===== src/rtl/dadj_pkg.sv =====
package dadj_pkg;
  parameter int NIB_W = 4;
  localparam int BYTE_W = 2 * NIB_W;
  localparam int AC_IDX_W = 3;

  localparam logic [NIB_W-1:0]  DIGIT_MAX = NIB_W'(9);
  localparam logic [BYTE_W-1:0] LO_FIX    = BYTE_W'(6);
  localparam logic [BYTE_W-1:0] HI_FIX    = BYTE_W'(6) << NIB_W;
  // Half-carry true at index 2, 4, 6, 7.
  localparam logic [(1<<AC_IDX_W)-1:0] AC_TRUE_MASK = 8'b1101_0100;

  typedef struct packed {
    logic sign;
    logic zero;
    logic par;
    logic aux;
    logic cy;
  } dadj_flags_t;
endpackage


===== src/rtl/dadj_corr.sv =====
module dadj_corr
  import dadj_pkg::*;
(
  input  logic [BYTE_W-1:0] acc,
  input  logic              cy_in,
  input  logic              ac_in,
  output logic [BYTE_W-1:0] corr,
  output logic              cy_out
);
  logic [NIB_W-1:0] lo_nib;
  logic [NIB_W-1:0] hi_nib;
  logic             lo_big;
  logic             need_lo;
  logic             need_hi;

  assign lo_nib = acc[NIB_W-1:0];
  assign hi_nib = acc[BYTE_W-1:NIB_W];
  assign lo_big = lo_nib > DIGIT_MAX;

  always_comb begin
    need_lo = ac_in | lo_big;
    need_hi = cy_in | (hi_nib > DIGIT_MAX) | ((hi_nib >= DIGIT_MAX) & lo_big);
    corr    = (need_lo ? LO_FIX : '0) | (need_hi ? HI_FIX : '0);
    cy_out  = cy_in | need_hi;
  end
endmodule


===== src/rtl/dadj_adder.sv =====
module dadj_adder
  import dadj_pkg::*;
(
  input  logic [BYTE_W-1:0] a,
  input  logic [BYTE_W-1:0] b,
  output logic [BYTE_W-1:0] sum,
  output logic              aux
);
  logic [BYTE_W-1:0]   cin;
  logic [AC_IDX_W-1:0] ac_idx;

  assign cin[0] = 1'b0;

  for (genvar i = 0; i < BYTE_W; i++) begin : g_bit
    assign sum[i] = a[i] ^ b[i] ^ cin[i];
    if (i < BYTE_W - 1) begin : g_carry
      assign cin[i+1] = (a[i] & b[i]) | (cin[i] & (a[i] ^ b[i]));
    end
  end

  assign ac_idx = {a[NIB_W-1], b[NIB_W-1], sum[NIB_W-1]};
  assign aux    = AC_TRUE_MASK[ac_idx];
endmodule


===== src/rtl/dadj_szp.sv =====
module dadj_szp
  import dadj_pkg::*;
(
  input  logic [BYTE_W-1:0] value,
  output logic              sign,
  output logic              zero,
  output logic              par
);
  always_comb begin
    logic odd;
    odd = 1'b0;
    for (int i = 0; i < BYTE_W; i++) odd = odd ^ value[i];
    par  = ~odd;
    zero = (value == '0);
    sign = value[BYTE_W-1];
  end
endmodule


===== src/rtl/decadj_unit.sv =====
module decadj_unit
  import dadj_pkg::*;
(
  input  logic              clk,
  input  logic              rst_n,
  input  logic              in_valid,
  output logic              in_ready,
  input  logic [BYTE_W-1:0] in_acc,
  input  logic              in_cy,
  input  logic              in_ac,
  output logic              out_valid,
  input  logic              out_ready,
  output logic [BYTE_W-1:0] out_acc,
  output logic              out_sign,
  output logic              out_zero,
  output logic              out_par,
  output logic              out_ac,
  output logic              out_cy
);
  logic [BYTE_W-1:0] corr;
  logic              cy_next;
  logic [BYTE_W-1:0] sum;
  logic              aux;
  logic              s_n, z_n, p_n;
  logic              take;
  logic [BYTE_W-1:0] res_q;
  dadj_flags_t       flg_q;

  dadj_corr u_corr (
    .acc(in_acc), .cy_in(in_cy), .ac_in(in_ac), .corr(corr), .cy_out(cy_next)
  );

  dadj_adder u_add (
    .a(in_acc), .b(corr), .sum(sum), .aux(aux)
  );

  dadj_szp u_szp (
    .value(sum), .sign(s_n), .zero(z_n), .par(p_n)
  );

  assign in_ready = ~out_valid | out_ready;
  assign take     = in_valid & in_ready;

  always_ff @(posedge clk or negedge rst_n) begin
    if (!rst_n) begin
      out_valid <= 1'b0;
      res_q     <= '0;
      flg_q     <= '0;
    end else begin
      if (in_ready) out_valid <= in_valid;
      if (take) begin
        res_q <= sum;
        flg_q <= '{sign: s_n, zero: z_n, par: p_n, aux: aux, cy: cy_next};
      end
    end
  end

  assign out_acc  = res_q;
  assign out_sign = flg_q.sign;
  assign out_zero = flg_q.zero;
  assign out_par  = flg_q.par;
  assign out_ac   = flg_q.aux;
  assign out_cy   = flg_q.cy;
endmodule


===== config.mk =====
export PLATFORM = sky130hd
export DESIGN_NAME = decadj_unit
export DESIGN_NICKNAME = d
export VERILOG_FILES = /design/src/rtl/dadj_pkg.sv /design/src/rtl/dadj_corr.sv /design/src/rtl/dadj_adder.sv /design/src/rtl/dadj_szp.sv /design/src/rtl/decadj_unit.sv
export SDC_FILE = /design/constraint.sdc
export NUM_CORES = 1
export LEC_CHECK = 0
export ABC_AREA = 1
export BUFFER_PORTS_ARGS = -buffer_cell sky130_fd_sc_hd__buf_2
export CAP_MARGIN = 20
export CORE_MARGIN = 5
export CORE_UTILIZATION = 30
export CTS_CLUSTER_SIZE = 20
export DETAILED_ROUTE_END_ITERATION = 12
export PLACE_DENSITY = 0.58
export SLEW_MARGIN = 10
export SYNTH_ARGS = -nofsm -noshare
export SYNTH_HDL_FRONTEND = slang
export SYNTH_SLANG_ARGS = --single-unit

===== constraint.sdc =====
create_clock -name clk -period 0.9 [get_ports clk]
set_input_delay 0.18 -clock clk [delete_from_list [all_inputs] [get_ports clk]]
set_output_delay 0.18 -clock clk [all_outputs]
set_load 0.01 [all_outputs]

==> out/results.ini <==
[sta]
hold_violations = 0
max_freq_mhz = 418
whs_ns = 0.247
skew_ns = 0.000463
setup_viol = 27
maxSlewViolCount = 0
fin_ws_ns = -1.49
grt_setup_unrepaired = true
worst_slew_pin_slew_ns = 0.296
maxSlewHeadroom_pct = 80.3
min_period_over_period_pct = 266
min_period_ns = 2.39

[placed_design]
place_congestion = 0.737
dpl.cell_count = 181
port-buffer-count = 28
place_hpwl_um = 1570
dpl_cell_area_um2 = 1180

[worst_hold_path]
hold_class = primary input to register

[flow_run]
cap_violations = 0

[die]
pin_count = 29
die-area_um2 = 3820
core_area_um2 = 2520
start_util_pct = 31.9
die_w_um = 61.8
rows = 18
die_h_um = 61.8

[power_and_ir_drop]
sw_frac_of_total_pct = 33.9
p_int_mw = 1.49
p_comb_share_pct = 51.1
p_clk_share_pct = 15.9
power_switching_uw = 765
pwr_density_cell_nw_per_um2 = 1540
seq_power_share_pct = 33.0
total_leakage_power_nw = 0.784
vdd_drop_max_uv = 935

[grt]
antenna_found_initial = 0
grt_use_total_pct = 11.9
grt_start_max_net_pins = 14
first_global_vias = 855
grt_remaining_overflow = 0
grt_pass1_wl_um = 3400

[yosys]
synth_warnings = 0
synth_compound_area_share_pct = 7.61
synth_seq_cells = 13
synth_fa_ha_area_share_pct = 13.7
synth_xor_area_share_pct = 2.17
synthCells = 103
synth_top_family_by_area = simple AND/OR/NAND/NOR gates
synth-simple-area-share_pct = 24.4
avgSynthCellArea_um2 = 7.82
synth_seq_area_share_pct = 40.4
synth_cell_types = 20
synth_mux_area_share_pct = 0
syn_area_um2 = 806
synth_nets = 124

[critical_path]
arrival_ns = 2.57
critPathCaptureType = register
crit_fanout = 2
cp.required_ns = 1.07
path_class = primary input to register
cp-start-kind = primary input

[cells_and_area]
final_cell_count_no_fill = 199
utilization_pct = 58.2
fill_cells = 245
area_growth_pct = 82.3
fin_area_um2 = 1470
drive_above_1_share_pct = 60.9
diodes = 0
fin_nets = 191

[route]
vias_per_cell = 4.36
wl_um = 2090
drt_iter0_drc = 15
wire_per_inst_um = 10.5
ant_nets = 0
drc = 0
dr.pass1.iters = 4
vias = 867

[clock_network]
cts.sinks = 13
cts_tree = done
path_clk_slew_ns = 0.08
cts_buffer_depth = 2
cts_inserted_buffers = 3
cts_htree_levels = 1
root_buffer = clkbuf_4
clk_latency_ns = 0.27

[status]
failed_checks = setup timing
status = finished with violations

[kinds of logic (layout without fill, tap and decap cells)]
kind of cell | count (synthesis) | count (layout)
adders and majority gates | 7 | 7
buffers and inverters | 22 | 88
and+or+nand+nor | 47 | 47
xor gates and xnor gates | 2 | 2
AOI/OAI and AO/OA | 12 | 12
DFF | 13 | 13
[cell usage after synthesis]
master	number	share of area (%)
nand4_1	1	0.78
nor2_1	4	1.9
nand2_2	2	1.6
buf_4	1	0.93
nand3_1	8	5.0
dfrtp_1	13	40
o21ai_1	3	1.9
a31oi_1	1	0.78
xor2_1	1	1.1
buf_6	1	1.4
ha_1	4	6.2
a21oi_1	1	0.62
buf_2	1	0.62
inv_2	2	0.93
inv_1	17	7.9
nand2_1	31	14
o21ai_0	7	4.3
nor2_2	1	0.78
fa_1	3	7.5
xnor2_1	1	1.1
[worst max-delay path: stages]
cell and delay [ns]:
buf_8 0.10, o21ai_4 0.14, nand2_2 0.09, ha_4 0.16, fa_2 0.36, ha_4 0.18
ha_4 0.15, inv_2 0.04, fa_2 0.18, inv_2 0.04, fa_2 0.53, inv_2 0.04
nand3_2 0.07, nand2_2 0.06, inv_1 0.05, nand3_1 0.07, nand3_1 0.07, nand2_1 0.05
[metal layers]
| metal | up-vias | share of wire [%] | track usage, % |
|---|---|---|---|
| li1 | 449 | - | - |
| met1 | 390 | 40 | 13.8 |
| met2 | 23 | 53 | 21.5 |
| met3 | 5 | 4.5 | 0.207 |
| met4 | 0 | 2.6 | 7.27 |
| met5 | - | 0 | 0 |
[per-stage QoR]
stage	setup TNS, ns	power (mW)	worst slack [ns]
after floorplan	-8.79	1.23	-1.61
after global placement	-11.57	1.56	-1.80
after detailed placement	-12.09	1.59	-1.86
after CTS	-10.29	2.16	-1.52
after global routing	-11.33	2.44	-1.60
final	-10.03	2.26	-1.49
[flip-flops by register name, summed over array words and instances (netlist names)]
signal / flops
out_valid: 1
out_zero: 1
out_par: 1
out_acc: 8
out_ac: 1
out_cy: 1
[final timing paths]
kind / slack (ns) / depth (start not counted) / from / endpoint
worst min-delay path: 0.25 / 4 / in_acc[0] / out_acc[0]
worst max-delay path: -1.49 / 18 / in_acc[2] / out_par
worst min register to register: 0.50 / 2 / out_acc[5] / out_acc[5]
min in group asynchronous: 0.32 / 2 / rst_n / out_acc[1]
worst max register to register: -0.17 / 6 / out_valid / out_zero
max in group asynchronous: 0.36 / 2 / rst_n / out_acc[6]
[timing repair]
action                                 CTS  global route
gates cloned                             1             0
buffers inserted                        13             2
hold buffers                             1             0
gates resized for setup                 27            17
pin swaps                               12             6
setup endpoints to repair               27            28
endpoints found under the hold margin   13             0
[cells in the final DEF, fill, tap and decap left out, drive strengths merged]
cell type,n
buf,64
nand2,33
inv,19
dfrtp,13
o21ai,10
nand3,8
nor2,5
ha,4
clkbuf,4
fa,3
a21oi,1
a31oi,1
nand4,1
xor2,1
xnor2,1
dlygate4sd3,1
[power groups by stage]
stage               combinational, mW  sequential, mW  clock (mW)
floorplan                       0.426           0.803           0
global placement                0.817           0.747           0
detailed placement              0.839           0.749           0
CTS                              1.05           0.734       0.371
global route                     1.28           0.757       0.402
finish                           1.15           0.745       0.359
[layout make-up]
| class | count | area [um^2] | share of cell area [%] |
|---|---|---|---|
| well taps | 30 | 37.5 | 2.56 |
| repair buffers | 65 | 497 | 33.8 |
| flip-flops and latches | 13 | 325 | 22.1 |
| multi-input cells | 68 | 512 | 34.8 |
| inverters | 19 | 71.3 | 4.86 |
| clock buffers | 4 | 26.3 | 1.79 |
Note: power is estimated with default switching activity, not from simulation.
